**config.mk**
```make
export PLATFORM = sky130hd
export DESIGN_NAME = irq_hub
export DESIGN_NICKNAME = d
export VERILOG_FILES = /design/src/rtl/irq_hub_pkg.sv /design/src/rtl/irq_hub_detect.sv /design/src/rtl/irq_hub_state.sv /design/src/rtl/irq_hub_prio.sv /design/src/rtl/irq_hub.sv
export SDC_FILE = /design/constraint.sdc
export NUM_CORES = 1
export LEC_CHECK = 0
export BUFFER_PORTS_ARGS = -buffer_cell sky130_fd_sc_hd__buf_4
export CORE_ASPECT_RATIO = 1.2
export CORE_MARGIN = 2
export CORE_UTILIZATION = 25
export DETAILED_ROUTE_END_ITERATION = 10
export GPL_TIMING_DRIVEN = 0
export PLACE_DENSITY = 0.44
export SKIP_LAST_GASP = 1
export SLEW_MARGIN = 20
export SYNTH_ARGS = -nofsm -noshare
export SYNTH_HDL_FRONTEND = slang
export SYNTH_SLANG_ARGS = --single-unit
```
**constraint.sdc**
```tcl
create_clock -name clk -period 4.6 [get_ports clk]
set_input_delay 0.69 -clock clk [delete_from_list [all_inputs] [get_ports clk]]
set_output_delay 0.69 -clock clk [all_outputs]
set_load 0.05 [all_outputs]
```
**src/rtl/irq_hub_pkg.sv**
```systemverilog
package irq_hub_pkg;
  // Word index of each register (byte address bits [4:2]); software relies on this map.
  typedef enum logic [2:0] {
    SEL_STAT   = 3'd0,
    SEL_PEND   = 3'd1,
    SEL_EN     = 3'd2,
    SEL_ACK    = 3'd3,
    SEL_SETEN  = 3'd4,
    SEL_CLREN  = 3'd5,
    SEL_VEC    = 3'd6,
    SEL_MASTER = 3'd7
  } reg_sel_e;

  localparam int unsigned DATA_W    = 32;
  localparam int unsigned MAP_BITS  = 5;   // byte address bits covered by the map
  localparam logic [DATA_W-1:0] VEC_NONE = '1;
endpackage

```
**src/rtl/irq_hub_detect.sv**
```systemverilog
module irq_hub_detect #(
  parameter int unsigned      NUM_IN    = 32,
  parameter logic [31:0]      EDGE_MASK = 32'h0
) (
  input  logic              clk,
  input  logic              rst,
  input  logic [NUM_IN-1:0] src_in,
  output logic [NUM_IN-1:0] set_evt
);
  logic [NUM_IN-1:0] smp_q;
  logic [NUM_IN-1:0] prev_q;

  always_ff @(posedge clk) begin
    if (rst) begin
      smp_q  <= '0;
      prev_q <= '0;
    end else begin
      smp_q  <= src_in;
      prev_q <= smp_q;
    end
  end

  for (genvar i = 0; i < NUM_IN; i++) begin : g_src
    if (EDGE_MASK[i]) begin : g_edge
      assign set_evt[i] = smp_q[i] & ~prev_q[i];
    end else begin : g_level
      assign set_evt[i] = smp_q[i];
    end
  end
endmodule

```
**src/rtl/irq_hub_state.sv**
```systemverilog
module irq_hub_state #(
  parameter int unsigned NUM_IN = 32
) (
  input  logic              clk,
  input  logic              rst,
  input  logic [NUM_IN-1:0] set_evt,
  input  logic [NUM_IN-1:0] wr_data,
  input  logic              ack_wr,
  input  logic              en_wr,
  input  logic              en_set,
  input  logic              en_clr,
  output logic [NUM_IN-1:0] status,
  output logic [NUM_IN-1:0] enable
);
  logic [NUM_IN-1:0] ack_mask;
  logic [NUM_IN-1:0] en_next;

  assign ack_mask = ack_wr ? wr_data : '0;

  always_comb begin
    en_next = enable;
    if (en_wr)       en_next = wr_data;
    else if (en_set) en_next = enable | wr_data;
    else if (en_clr) en_next = enable & ~wr_data;
  end

  always_ff @(posedge clk) begin
    if (rst) begin
      status <= '0;
      enable <= '0;
    end else begin
      // A new event in the same cycle wins over the acknowledge.
      status <= (status & ~ack_mask) | set_evt;
      enable <= en_next;
    end
  end
endmodule

```
**src/rtl/irq_hub_prio.sv**
```systemverilog
module irq_hub_prio #(
  parameter int unsigned NUM_IN = 32,
  localparam int unsigned IDX_W = (NUM_IN > 1) ? $clog2(NUM_IN) : 1
) (
  input  logic [NUM_IN-1:0] req,
  output logic              found,
  output logic [IDX_W-1:0]  idx
);
  always_comb begin
    found = 1'b0;
    idx   = '0;
    for (int i = NUM_IN - 1; i >= 0; i--) begin
      if (req[i]) begin
        found = 1'b1;
        idx   = IDX_W'(i);
      end
    end
  end
endmodule

```
**src/rtl/irq_hub.sv**
```systemverilog
module irq_hub
  import irq_hub_pkg::*;
#(
  parameter int unsigned NUM_IN    = 32,
  parameter int unsigned ADDR_W    = 8,
  parameter logic [31:0] EDGE_MASK = 32'h0
) (
  input  logic              clk,
  input  logic              rst,
  input  logic [ADDR_W-1:0] bus_addr,
  input  logic              bus_we,
  input  logic [31:0]       bus_wdata,
  output logic [31:0]       bus_rdata,
  input  logic [NUM_IN-1:0] src_in,
  output logic              irq_out
);
  localparam int unsigned IDX_W = (NUM_IN > 1) ? $clog2(NUM_IN) : 1;

  reg_sel_e          sel;
  logic              in_map;
  logic              wr_hit;
  logic [NUM_IN-1:0] set_w;
  logic [NUM_IN-1:0] stat_w;
  logic [NUM_IN-1:0] en_w;
  logic [NUM_IN-1:0] pend_w;
  logic              found_w;
  logic [IDX_W-1:0]  idx_w;
  logic              me_q;
  logic              hie_q;
  logic [31:0]       rd_next;

  assign sel    = reg_sel_e'(bus_addr[MAP_BITS-1:2]);
  assign in_map = (bus_addr >> MAP_BITS) == '0;
  assign wr_hit = bus_we & in_map;

  irq_hub_detect #(.NUM_IN(NUM_IN), .EDGE_MASK(EDGE_MASK)) detect_i (
    .clk(clk), .rst(rst), .src_in(src_in), .set_evt(set_w)
  );

  irq_hub_state #(.NUM_IN(NUM_IN)) state_i (
    .clk(clk), .rst(rst), .set_evt(set_w),
    .wr_data(bus_wdata[NUM_IN-1:0]),
    .ack_wr(wr_hit && sel == SEL_ACK),
    .en_wr (wr_hit && sel == SEL_EN),
    .en_set(wr_hit && sel == SEL_SETEN),
    .en_clr(wr_hit && sel == SEL_CLREN),
    .status(stat_w), .enable(en_w)
  );

  assign pend_w = stat_w & en_w;

  irq_hub_prio #(.NUM_IN(NUM_IN)) prio_i (
    .req(pend_w), .found(found_w), .idx(idx_w)
  );

  always_ff @(posedge clk) begin
    if (rst) begin
      me_q  <= 1'b0;
      hie_q <= 1'b0;
    end else if (wr_hit && sel == SEL_MASTER) begin
      me_q  <= bus_wdata[0];
      hie_q <= hie_q | bus_wdata[1];
    end
  end

  always_comb begin
    rd_next = '0;
    if (in_map) begin
      unique case (sel)
        SEL_STAT:   rd_next = 32'(stat_w);
        SEL_PEND:   rd_next = 32'(pend_w);
        SEL_EN:     rd_next = 32'(en_w);
        SEL_VEC:    rd_next = found_w ? 32'(idx_w) : VEC_NONE;
        SEL_MASTER: rd_next = {30'b0, hie_q, me_q};
        default:    rd_next = '0;
      endcase
    end
  end

  always_ff @(posedge clk) begin
    if (rst) begin
      bus_rdata <= '0;
      irq_out   <= 1'b0;
    end else begin
      bus_rdata <= rd_next;
      irq_out   <= me_q & hie_q & (|pend_w);
    end
  end
endmodule

```
==> impl_results.md <==
* TritonCTS clock tree: done
* Routed wire length at 18100 um
* Setup TNS at 0 ns
* Final Hold Fails at 0
* Max Buffers Root-to-Sink at 2
* Sequential-to-total area share from yosys stat at 0.468
* R2R cell count at 5
* Yosys cell types at 43
* N_diodes at 0
* Tcrit/Tclk final at 0.502
* Global-route wire length before repair at 28400 um
* Initial antenna violation count at 0
* Die span in x at 141 um
* Crit-path cells: buf_4 > or4b_1 > a21oi_2 > clkbuf_1 > o21ai_0 > a22oi_1 > nor2_1
* Nets@finish at 872
* Vias per std cell at 4.70
* Mapped Nets at 749
* Leakage power at 2.70 nW
* Clk_lat worst skew at 0.42 ns
* Most frequent cells in the layout: dfxtp_1 (131), buf_4 (106), nand2_1 (87)
* Hold Buf Count CTS at 0
* Power density over the cells at 372 mW/mm2
* Initial Util at 0.252
* Area grow syn2layout at 30.5%
* Final core occ at 0.329
* Setup crit end kind: flip-flop
* Req. time, crit path at 4.89 ns
* CTS root buf: clkbuf_16
* Max-slew violations at 0
* Relative slew slack at 0.575
* Detailed router's first-iteration violation count at 320
* Maximum vdd ir drop at 0.239 mV
* Slowest stage delay, CP at 0.62 ns
* Total die area at 0.0236 mm2
* RSZ-0062 raised after global routing: no
* R2r setup slk at 2.53 ns
* Slew @ Worst Pin at 0.637 ns
* Post-route ant nets at 0
* Post-CTS setup buffers at 0
* Total congestion overflow at 0
* PnR Total Power at 2.72 mW
* Clock sinks at 131
* Worst Hold Class: reg2reg
* Routed via count at 5120
* Detailed-route wire length per cell at 16.7 um
* CTS resizes at 0
* GRT Total Usage at 0.156
* Max cap viols at 0
* DR pass1 iterations at 5
* Startpoint types: primary input
* Yosys reg bits at 131
* Endpoints failing setup at 0
* Critical path depth in cells at 7
* Die height at 168 um
* Area of the mapped netlist at 0.00560 mm2
* Avg Cell Area, Syn at 8.31 um2
* IO buf count at 104
* Layout cells sized above 1 at 0.185
* Fmax achieved at 433 MHz
* CP bufs+invs at 2
* Max FO, Critical Path at 10
* FFs w/ async S/R, synth at 0
* Max H-tree Level at 4
* Top_reg_cell synth: dfxtp_1
* Reg clk slew, reported paths at 0.06 ns
* Largest net degree at the start of global routing at 17
* Residual DRC count at 0
* Core area at 0.0222 mm2
* Critical Path AT at 2.60 ns
* Top delay family on crit path: simple AND/OR/NAND/NOR gates
* Cts bufs inserted at 17
* DP HPWL at 13300 um
* Number of synthesis warnings at 0
* Critical setup path kind: in2reg
* Worst Skew at 0.0159 ns
* Reg-to-reg critical path startpoint: state_i.status[14]
* Status: finished clean
* GP Congestion at 0.815
* Floorplan row count at 60
* RR Endpoint: bus_rdata[1]
* Vias in the first global route at 4956
* Worst Setup SP: bus_addr[6]
* Commonest non-fill, non-tap cell in the layout: dfxtp_1
* CP max-delay cell: or4b_1
* Min Tclk post-route at 2.31 ns
* # IOs at 108
* EDFF count, synth at 0
* Cell count after synthesis at 674
## synth_stat cells, types with 3 or more instances
| library cell | n | area (um2) |
|---|---|---|
| a31oi_1 | 4 | 25.0 |
| nand3_1 | 6 | 30.0 |
| nor2b_1 | 69 | 432 |
| a22o_1 | 3 | 26.3 |
| a21oi_1 | 66 | 330 |
| buf_6 | 3 | 33.8 |
| buf_12 | 3 | 60.1 |
| dfxtp_1 | 131 | 2620 |
| o21ai_0 | 71 | 355 |
| nor2_1 | 71 | 267 |
| o211ai_1 | 3 | 22.5 |
| a222oi_1 | 3 | 30.0 |
| buf_2 | 3 | 15.0 |
| nand2b_1 | 3 | 18.8 |
| a32o_1 | 4 | 40.0 |
| a22oi_1 | 46 | 345 |
| nand2_1 | 87 | 327 |
| o21a_1 | 29 | 218 |
| clkbuf_1 | 34 | 128 |
| nand4_1 | 3 | 18.8 |
## report_power, final
| part | switching [mW] | internal (mW) | leakage (nW) |
|---|---|---|---|
| sequential | 0.0368 | 1.17 | 1.07 |
| combinational | 0.102 | 0.0883 | 1.36 |
| clock | 0.541 | 0.781 | 0.270 |
## metrics by stage
stage / area, um2 / std cells / worst slack [ns] / hold WS [ns]
2_1_floorplan: 5600 / 674 / 2.51 / 0.413
3_3_place_gp: 6730 / 1057 / 1.89 / 0.417
3_5_place_dp: 6730 / 1057 / 1.89 / 0.428
4_1_cts: 7310 / 1089 / 2.32 / 0.442
5_1_grt: 7310 / 1089 / 2.17 / 0.464
6_report: 7310 / 1089 / 2.29 / 0.436
## layout make-up
class	instances	area, um2
inverter	2	7.51
clock buffer	20	457
multi-input combinational	496	2720
buffer	45	251
tap	279	349
timing repair buffer	104	781
clock inverter	12	121
fill	2401	14900
sequential	131	2620
## worst min-delay path by stage
stage | from | end | slack (ns) | cells after the start
6_report | detect_i.set_evt[22] | state_i.status[22] | 0.44 | 2
5_1_grt | detect_i.set_evt[13] | state_i.status[13] | 0.46 | 2
3_5_place_dp | detect_i.set_evt[29] | state_i.status[29] | 0.43 | 2
2_1_floorplan | detect_i.set_evt[0] | state_i.status[0] | 0.41 | 2
4_1_cts | detect_i.set_evt[29] | state_i.status[29] | 0.44 | 2
3_3_place_gp | detect_i.set_evt[31] | state_i.status[31] | 0.42 | 2
## kinds of logic (layout without fill, tap and decap cells)
family                 after synthesis  in the layout  share of synthesized area
AOI/OAI and AO/OA                  240            240                      0.265
muxes                                1              1                    0.00179
and+or+nand+nor                    255            255                      0.219
buffers and inverters               47            183                     0.0462
DFF                                131            131                      0.468
## worst register-to-register path, stage by stage, from the launching register on
cell     delay [ns]
dfxtp_1        0.36
a22oi_1        0.43
nand4_2        0.23
nor4_1         0.55
nor3_1         0.13
a21oi_1        0.29
## per-layer routing
metal / up-vias / share of wire / global-route usage
li1: 2607 / - / -
met1: 2374 / 0.45 / 0.201
met2: 122 / 0.49 / 0.262
met3: 17 / 0.043 / 0.0350
met4: 0 / 0.015 / 0.0491
met5: - / 0 / 0
(Power assumes the default switching activity.)
